`src/rtl/dst_ea_pkg.sv`:
```
package dst_ea_pkg;

   typedef enum logic [2:0] {
      ST_IDLE = 3'd0,
      ST_CALC = 3'd1,
      ST_IDX  = 3'd2,
      ST_SUM  = 3'd3,
      ST_PTR  = 3'd4,
      ST_DONE = 3'd5
   } ea_state_t;

   localparam logic [2:0] M_REG    = 3'd0;
   localparam logic [2:0] M_DEF    = 3'd1;
   localparam logic [2:0] M_INC    = 3'd2;
   localparam logic [2:0] M_INCDEF = 3'd3;
   localparam logic [2:0] M_DEC    = 3'd4;
   localparam logic [2:0] M_DECDEF = 3'd5;
   localparam logic [2:0] M_IDX    = 3'd6;
   localparam logic [2:0] M_IDXDEF = 3'd7;

endpackage

```
`src/rtl/dst_ea_step.sv`:
```
// Step size for the auto-increment and auto-decrement modes.
module dst_ea_step #(
   parameter int unsigned DW         = 16,
   parameter int unsigned RW         = 3,
   parameter int unsigned NREG       = 8,
   parameter int unsigned WORD_STEP  = 2,
   parameter int unsigned BYTE_STEP  = 1,
   parameter bit          STACK_WORD = 1'b1
) (
   input  logic          byte_op,
   input  logic [RW-1:0] reg_idx,
   output logic [DW-1:0] step
);

   localparam logic [DW-1:0] W_STEP = DW'(WORD_STEP);
   localparam logic [DW-1:0] B_STEP = DW'(BYTE_STEP);
   localparam logic [RW-1:0] SP_IDX = RW'(NREG - 2);

   logic wide;

   generate
      if (STACK_WORD) begin : g_stack_word
         // the two top registers always keep word alignment
         assign wide = !byte_op || (reg_idx >= SP_IDX);
      end else begin : g_size_only
         logic unused_reg_idx;
         assign unused_reg_idx = ^reg_idx;
         assign wide = !byte_op;
      end
   endgenerate

   assign step = wide ? W_STEP : B_STEP;

endmodule

```
`src/rtl/dst_ea_psw_cmp.sv`:
```
// Detects a memory destination that hits the status word address.
module dst_ea_psw_cmp #(
   parameter int unsigned    DW       = 16,
   parameter logic [DW-1:0]  PSW_ADDR = 16'o177776,
   parameter bit             EN       = 1'b1
) (
   input  logic [DW-1:0] addr,
   input  logic          is_reg,
   output logic          hit
);

   generate
      if (EN) begin : g_cmp
         assign hit = !is_reg && (addr == PSW_ADDR);
      end else begin : g_off
         logic unused_in;
         assign unused_in = ^{addr, is_reg};
         assign hit = 1'b0;
      end
   endgenerate

endmodule

```
`src/rtl/dst_ea_gen.sv`:
```
module dst_ea_gen
   import dst_ea_pkg::*;
#(
   parameter int unsigned   DW          = 16,
   parameter int unsigned   NREG        = 8,
   parameter int unsigned   WORD_STEP   = 2,
   parameter int unsigned   BYTE_STEP   = 1,
   parameter bit            STACK_WORD  = 1'b1,
   parameter bit            SUPPRESS_EN = 1'b1,
   parameter logic [DW-1:0] PSW_ADDR    = 16'o177776
) (
   input  logic                     clk,
   input  logic                     rst_n,
   input  logic                     start,
   input  logic [2:0]               mode,
   input  logic [$clog2(NREG)-1:0]  dst_reg,
   input  logic                     byte_op,
   output logic [$clog2(NREG)-1:0]  rf_rd_idx,
   input  logic [DW-1:0]            rf_rd_data,
   output logic                     rf_wr_en,
   output logic [$clog2(NREG)-1:0]  rf_wr_idx,
   output logic [DW-1:0]            rf_wr_data,
   output logic                     bus_req,
   output logic [DW-1:0]            bus_addr,
   input  logic                     bus_ready,
   input  logic [DW-1:0]            bus_rdata,
   output logic                     done,
   output logic [DW-1:0]            ea_addr,
   output logic                     ea_is_reg,
   output logic [$clog2(NREG)-1:0]  ea_reg,
   output logic                     flag_suppress
);

   localparam int unsigned   RW     = $clog2(NREG);
   localparam logic [RW-1:0] PC_IDX = RW'(NREG - 1);
   localparam logic [DW-1:0] FIX_ST = DW'(WORD_STEP);

   // elaboration-time parameter checks
   generate
      if (DW < 8) begin : g_bad_dw
         $error("dst_ea_gen: DW must be at least 8");
      end
      if (NREG < 4 || (NREG & (NREG - 1)) != 0) begin : g_bad_nreg
         $error("dst_ea_gen: NREG must be a power of two, at least 4");
      end
      if (BYTE_STEP == 0 || BYTE_STEP > WORD_STEP) begin : g_bad_step
         $error("dst_ea_gen: need 0 < BYTE_STEP <= WORD_STEP");
      end
   endgenerate

   ea_state_t     st_q, st_d;
   logic [2:0]    mode_q;
   logic [RW-1:0] reg_q;
   logic          byte_q;
   logic [DW-1:0] ptr_q;
   logic [DW-1:0] idx_q;

   logic [DW-1:0] var_step;
   logic [DW-1:0] step_amt;
   logic [DW-1:0] upd_val;
   logic [DW-1:0] sum_val;
   logic          is_dec;

   logic          load_res;
   logic [DW-1:0] nxt_addr;
   logic          nxt_is_reg;
   logic          psw_hit;

   dst_ea_step #(
      .DW(DW), .RW(RW), .NREG(NREG),
      .WORD_STEP(WORD_STEP), .BYTE_STEP(BYTE_STEP), .STACK_WORD(STACK_WORD)
   ) u_step (
      .byte_op (byte_q),
      .reg_idx (reg_q),
      .step    (var_step)
   );

   dst_ea_psw_cmp #(
      .DW(DW), .PSW_ADDR(PSW_ADDR), .EN(SUPPRESS_EN)
   ) u_psw (
      .addr   (nxt_addr),
      .is_reg (nxt_is_reg),
      .hit    (psw_hit)
   );

   // register file read index: PC for the index fetch, else the specifier
   always_comb begin
      rf_rd_idx = reg_q;
      if (st_q == ST_CALC && (mode_q == M_IDX || mode_q == M_IDXDEF))
         rf_rd_idx = PC_IDX;
   end

   // register update arithmetic
   always_comb begin
      is_dec   = (mode_q == M_DEC) || (mode_q == M_DECDEF);
      step_amt = ((mode_q == M_INC) || (mode_q == M_DEC)) ? var_step : FIX_ST;
      upd_val  = is_dec ? (rf_rd_data - step_amt) : (rf_rd_data + step_amt);
      sum_val  = rf_rd_data + idx_q;
   end

   assign rf_wr_en   = (st_q == ST_CALC) && (mode_q != M_REG) && (mode_q != M_DEF);
   assign rf_wr_idx  = rf_rd_idx;
   assign rf_wr_data = upd_val;

   assign bus_req  = (st_q == ST_IDX) || (st_q == ST_PTR);
   assign bus_addr = ptr_q;
   assign done     = (st_q == ST_DONE);

   // result selection and next state
   always_comb begin
      st_d       = st_q;
      load_res   = 1'b0;
      nxt_addr   = '0;
      nxt_is_reg = 1'b0;
      unique case (st_q)
         ST_IDLE: if (start) st_d = ST_CALC;
         ST_CALC: begin
            unique case (mode_q)
               M_REG: begin
                  load_res   = 1'b1;
                  nxt_is_reg = 1'b1;
                  st_d       = ST_DONE;
               end
               M_DEF, M_INC: begin
                  load_res = 1'b1;
                  nxt_addr = rf_rd_data;
                  st_d     = ST_DONE;
               end
               M_DEC: begin
                  load_res = 1'b1;
                  nxt_addr = upd_val;
                  st_d     = ST_DONE;
               end
               M_INCDEF, M_DECDEF: st_d = ST_PTR;
               default:            st_d = ST_IDX;
            endcase
         end
         ST_IDX: if (bus_ready) st_d = ST_SUM;
         ST_SUM: begin
            if (mode_q == M_IDX) begin
               load_res = 1'b1;
               nxt_addr = sum_val;
               st_d     = ST_DONE;
            end else begin
               st_d = ST_PTR;
            end
         end
         ST_PTR: begin
            if (bus_ready) begin
               load_res = 1'b1;
               nxt_addr = bus_rdata;
               st_d     = ST_DONE;
            end
         end
         ST_DONE: st_d = ST_IDLE;
         default: st_d = ST_IDLE;
      endcase
   end

   always_ff @(posedge clk or negedge rst_n) begin
      if (!rst_n) st_q <= ST_IDLE;
      else        st_q <= st_d;
   end

   // operand capture and fetch pointers
   always_ff @(posedge clk or negedge rst_n) begin
      if (!rst_n) begin
         mode_q <= M_REG;
         reg_q  <= '0;
         byte_q <= 1'b0;
         ptr_q  <= '0;
         idx_q  <= '0;
      end else begin
         if (st_q == ST_IDLE && start) begin
            mode_q <= mode;
            reg_q  <= dst_reg;
            byte_q <= byte_op;
         end
         if (st_q == ST_CALC) begin
            ptr_q <= (mode_q == M_DECDEF) ? upd_val : rf_rd_data;
         end
         if (st_q == ST_SUM) begin
            ptr_q <= sum_val;
         end
         if (st_q == ST_IDX && bus_ready) begin
            idx_q <= bus_rdata;
         end
      end
   end

   // held result
   always_ff @(posedge clk or negedge rst_n) begin
      if (!rst_n) begin
         ea_addr       <= '0;
         ea_is_reg     <= 1'b0;
         ea_reg        <= '0;
         flag_suppress <= 1'b0;
      end else if (load_res) begin
         ea_addr       <= nxt_addr;
         ea_is_reg     <= nxt_is_reg;
         ea_reg        <= reg_q;
         flag_suppress <= psw_hit;
      end
   end

endmodule

```
`config.mk`:
```
export PLATFORM = sky130hd
export DESIGN_NAME = dst_ea_gen
export DESIGN_NICKNAME = d
export VERILOG_FILES = /design/src/rtl/dst_ea_pkg.sv /design/src/rtl/dst_ea_step.sv /design/src/rtl/dst_ea_psw_cmp.sv /design/src/rtl/dst_ea_gen.sv
export SDC_FILE = /design/constraint.sdc
export NUM_CORES = 1
export LEC_CHECK = 0
export ABC_CLOCK_PERIOD_IN_PS = 5080
export BUFFER_PORTS_ARGS = -buffer_cell sky130_fd_sc_hd__buf_2
export CORE_ASPECT_RATIO = 0.7
export CORE_MARGIN = 5
export CORE_UTILIZATION = 56
export CTS_CLUSTER_SIZE = 40
export DETAILED_ROUTE_END_ITERATION = 8
export GPL_ROUTABILITY_DRIVEN = 0
export PLACE_DENSITY_LB_ADDON = 0.12
export SLEW_MARGIN = 40
export SYNTH_ARGS = -nofsm -noshare
export SYNTH_HDL_FRONTEND = slang
export SYNTH_SLANG_ARGS = --single-unit
```
`constraint.sdc`:
```
create_clock -name clk -period 5.08 [get_ports clk]
set_input_delay 0.508 -clock clk [delete_from_list [all_inputs] [get_ports clk]]
set_output_delay 0.508 -clock clk [all_outputs]
set_load 0.01 [all_outputs]
```
==> results of run 1 <==
[critical path, stage by stage (launching register included)]
cell	delay, ps
dfrtp_2	500
xnor2_1	170
a2111oi_0	360
buf_4	190
inv_1	40
ha_1	160
or2_2	460
ha_1	410
o21a_1	210
o31a_1	180
a211oi_4	350
a21boi_0	200
a31oi_1	240
xnor2_1	240
buf_2	210
[cell families (layout without fill, tap and decap cells)]
group | Yosys count | count (layout) | share of synthesized area, %
AND/OR/NAND/NOR | 200 | 200 | 18.9
multiplexers | 34 | 34 | 7.16
buffers and inverters | 58 | 146 | 4.82
XOR/XNOR | 26 | 26 | 4.36
flip-flops | 63 | 63 | 30.2
AO/OA/AOI/OAI | 199 | 199 | 25.7
adder cells (fa/ha/maj) | 36 | 36 | 8.86
[layout make-up]
class                           instances  area (µm²)  share of cell area, %
Clock buffer                           11         243                   3.94
Inverter                               17        63.8                   1.04
Tap cell                              124         155                   2.52
Sequential cell                        63        1580                   25.6
Multi-Input combinational cell        495        3450                   55.9
Clock inverter                          5        81.3                   1.32
Timing Repair Buffer                  113         596                   9.66
[cells in the mapped netlist (all sizes together) (8+ instances only)]
cell type | count | area share [%]
dfrtp | 63 | 30
xor2 | 13 | 2.2
clkbuf | 26 | 1.9
o21ai | 41 | 4.0
a211oi | 11 | 1.7
nand2b | 11 | 1.3
inv | 16 | 1.2
mux2 | 27 | 5.8
xnor2 | 13 | 2.2
a22o | 9 | 1.7
nand3 | 14 | 1.3
buf | 15 | 1.7
nor3 | 19 | 2.0
nand2 | 69 | 5.0
ha | 33 | 7.9
nand4 | 8 | 0.96
nor2 | 41 | 2.9
a21o | 13 | 1.9
a21oi | 55 | 5.3
[power breakdown]
group / internal (mW) / total (mW) / leakage (nW) / switching, mW
clock: 0.443 / 0.679 / 0.156 / 0.236
combinational: 1.26 / 3.29 / 1.96 / 2.03
sequential: 0.736 / 0.943 / 0.789 / 0.206
total: 2.44 / 4.91 / 2.90 / 2.47
[routing by layer]
layer  track usage, %  part of all wire [%]
met1             42.5                    45
met2             41.1                    40
met3             9.99                    14
met4             7.67                   2.0
met5                0                     0
[through the flow]
step	setup WS, ps	cell area (µm²)	utilization, %
6_report	308	6160	68.0
3_3_place_gp	686	5800	63.9
4_1_cts	189	6150	67.8
2_1_floorplan	937	5220	-
3_5_place_dp	543	5830	64.2
5_1_grt	1.29	6160	68.0
[final timing paths]
| check | startpoint | endpoint | cells after the start |
|---|---|---|---|
| max in group asynchronous | rst_n | mode_q[2]$_DFFE_PN0P_ | 2 |
| max reg2reg | mode_q[2]$_DFFE_PN0P_ | flag_suppress$_DFFE_PN0P_ | 15 |
| min | rst_n | ea_addr[2]$_DFFE_PN0P_ | 2 |
| max | mode_q[2]$_DFFE_PN0P_ | rf_wr_data[13] | 14 |
| min in group clk | byte_op | byte_q$_DFFE_PN0P_ | 3 |
| min reg2reg | bus_addr[5]$_DFFE_PN0P_ | bus_addr[5]$_DFFE_PN0P_ | 2 |
[what timing repair did]
action | CTS | global route
setup endpoints to repair | 0 | 2
gates resized for setup | 0 | 4
endpoints found under the hold margin | 0 | 0
[cell usage in the layout, fill, tap and decap left out, types with 8 or more instances in the layout]
| master | n |
|---|---|
| xor2_1 | 13 |
| nand4_1 | 8 |
| nor3_1 | 16 |
| a21o_1 | 13 |
| a211oi_1 | 10 |
| nand3_1 | 14 |
| nand2_1 | 69 |
| nand2b_1 | 11 |
| xnor2_1 | 13 |
| buf_2 | 104 |
| ha_1 | 33 |
| mux2_2 | 27 |
| nor2_1 | 40 |
| clkbuf_16 | 9 |
| inv_1 | 16 |
| a22o_1 | 8 |
| a21oi_1 | 54 |
| dfrtp_1 | 61 |
| o21ai_0 | 39 |
==> run metrics, run 1 <==
Starting Density=around 58%; floorplan die width=around 130 µm; Post-Place Cells=just over 800; Leak=around 2.9 nW; synthesis-stage register bit count=63; HPWL Detailed=roughly 13000 µm; die footprint=roughly 11000 µm²; CP Data Required Time=roughly 4600 ps; Hold/Removal Path Class=in -> async; # H-tree levels=3; Crit Path Category=reg -> out; Worst-path clk slew=60 ps; period utilisation layout=93.9%; Final setup violation count=0; GRT Overall Usage=approximately 29%; area grow syn2layout=18.0%; pwr dens=796 nW/µm²; layout cells sized above 1=about a quarter; total CTS buffers=9; max-slew violations=0; crit path time final=4770 ps; port bufs=~100; sequential-to-total area share from yosys stat=a little under a third; first-pass GRT wire length=around 27000 µm; warnings from Yosys=0; routed len/inst=between 20 and 25 µm; Final nets=between 700 and 800; Remaining Overflow, GRT=0; number of global-route vias before repair=5089; Setup crit start kind=flip-flop; post-CTS setup buffer count=0; syn avg cell area=8.48 µm²; IO Pins=105; initial DRC count=550; clock sinks=63; Netlist cell types=between 70 and 80; ANT nets after route=0; largest net degree at the start of global routing=64; Final Hold Fails=0; skew final=between 5 and 6 ps; Max Clk Rate=0.210 GHz; Worst Max-Slew Pin Slew=roughly 840 ps; Worst slew margin=about 44%; Crit. End Element=output pin; DRC=0; Fill cells=~770; CTS max path bufs=2; Gate Count Post-Synth=around 600; Post-synth ARST share=100%; drt total wl=17200 µm; Worst-Skew Late Latency=between 300 and 400 ps; worst hold slack=260 ps; Post-CTS Hold Fix Bufs=0; syn nets=~690; top fanout value on the critical path=16; Final Non-Filler Cells=between 800 and 900; total power=between 4 and 5 mW; Die H=approximately 91 µm; ant diodes=0; critical path data arrival time=about 4300 ps; vias=about 5400; CORE AREA=about 9100 µm²; status=finished clean; number of synthesized flops with an enable pin=0; vias per cell=between 6 and 7; first drt pass iteration count=6; # Max-Cap Violations=0; FP Rows=29; antenna violations before repair=0; unrepaired setup endpoints after global routing=no; Synth Cell Area=5220 µm²; Main synth FF type=dfrtp_1; R2R setup slack=between 500 and 600 ps; CTS tree=yes; setup TNS=0 ps; Worst VDD drop=~0.00049 V; Root Buffer=clkbuf_16
(Power assumes the default switching activity.)
==> run 2: changes to the inputs <==
- CTS_CLUSTER_DIAMETER: not set -> 50
- PLACE_DENSITY: not set -> 0.79
- PLACE_DENSITY_LB_ADDON: 0.12 -> not set
==> run metrics, run 2 (synthesis results as in run 1) <==
first-pass GRT wire length=~27000 µm; Max Clk Rate=0.205 GHz; vias per cell=~6.6; post-CTS setup buffer count=0; skew final=between 10 and 15 ps; Setup crit start kind=flip-flop; CP Data Required Time=between 4000 and 5000 ps; final core utilization=around 70%; CORE AREA=a little over 9000 µm²; Worst VDD drop=0.000469 V; initial DRC count=approximately 590; routed len/inst=between 20 and 25 µm; Starting Density=57.6%; Worst-path clk slew=about 60 ps; Crit Path Category=reg -> out; Final Non-Filler Cells=831; GRT Overall Usage=just under 30%; ant diodes=0; Leak=2.92 nW; ANT nets after route=0; Fill cells=between 700 and 800; Root Buffer=clkbuf_16; DRC=0; critical path data arrival time=between 4000 and 5000 ps; clock sinks=63; multi-input logic area=roughly 3400 µm²; most common cell after layout, fill and taps aside=buf_2; CTS max path bufs=2; Worst Max-Slew Pin Slew=a little over 800 ps; number of global-route vias before repair=a little over 5000; FF/Latch Area=1580 µm²; Worst slew margin=between 40% and 50%; most frequent cells in the layout=104 x buf_2, 69 x nand2_1, 61 x dfrtp_1; Crit. End Element=output pin; max-slew violations=0; # Max-Cap Violations=0; total CTS buffers=9; worst hold slack=approximately 230 ps; layout cells sized above 1=about a quarter; top fanout value on the critical path=20; floorplan die width=~130 µm; largest net degree at the start of global routing=between 60 and 70; Hold/Removal Path Class=in -> async; # H-tree levels=3; Remaining Overflow, GRT=0; setup TNS=0 ps; Final Hold Fails=0; drt total wl=17200 µm; port bufs=104; Worst-Skew Late Latency=340 ps; status=finished clean; IO Pins=roughly 110; crit path time final=just under 5000 ps; antenna violations before repair=2; Post-Place Cells=815; first drt pass iteration count=6; HPWL Detailed=roughly 13000 µm; Final nets=approximately 800; period utilisation layout=95.9%; CTS tree=yes; worst setup margin=just over 200 ps; pwr dens=between 800 and 900 nW/µm²; Post-CTS Hold Fix Bufs=0; Final setup violation count=0; die footprint=11400 µm²; FP Rows=29; vias=around 5500; unrepaired setup endpoints after global routing=no; Die H=between 90 and 100 µm; area grow syn2layout=18.4%; dpl ws=around 520 ps
[run 2: final timing paths]
path | from | slack (ps) | end | cells after the start
min in group clk | byte_op | 390 | byte_q$_DFFE_PN0P_ | 3
max in group asynchronous | rst_n | 4400 | idx_q[14]$_DFFE_PN0P_ | 2
min | rst_n | 230 | idx_q[4]$_DFFE_PN0P_ | 2
max | mode_q[0]$_DFFE_PN0P_ | 210 | rf_wr_data[14] | 12
max reg2reg | mode_q[0]$_DFFE_PN0P_ | 480 | flag_suppress$_DFFE_PN0P_ | 14
min reg2reg | ea_addr[6]$_DFFE_PN0P_ | 470 | ea_addr[6]$_DFFE_PN0P_ | 2
[run 2: repair_timing]
action | in CTS | in global routing
endpoints found under the hold margin | 0 | 0
gates resized for setup | 0 | 5
endpoints found under the setup margin | 0 | 3
[run 2: power by group]
part	switching (mW)	internal [mW]	total, mW
Combinational	2.03	1.29	3.32
Sequential	0.226	0.736	0.962
Clock	0.248	0.430	0.678
[run 2: final cells by class]
| class | count | area share, % |
|---|---|---|
| clock inverters | 7 | 1.54 |
| well taps | 124 | 2.51 |
| multi-input cells | 495 | 55.7 |
| flip-flops and latches | 63 | 25.5 |
| clock buffers | 9 | 3.64 |
| inverters | 17 | 1.03 |
| repair buffers | 116 | 10.1 |
[run 2: per-stage QoR]
step                cell area [µm²]  power [mW]
floorplan                      5220        3.10
global placement               5820        4.02
detailed placement             5850        4.14
CTS                            6170        4.84
global route                   6180        5.27
finish                         6180        4.96
[run 2: layer usage]
metal | vias up | GRT usage [%] | share of wire (%)
met1 | 2544 | 42.3 | 43
met5 | - | 0 | 0.16
li1 | 2454 | - | -
met3 | 64 | 11.2 | 14
met4 | 4 | 10.2 | 2.5
met2 | 414 | 40.9 | 40
[run 2: critical path, stage by stage, from the launching register on]
cell and delay (ps):
dfrtp_1 630, a2111oi_1 420, buf_4 200, inv_1 40, ha_1 160, or2_2 470, ha_1 440, o21ai_0 150
nor2_1 350, o21ai_0 200, o21ai_0 380, xor2_1 370, buf_2 210
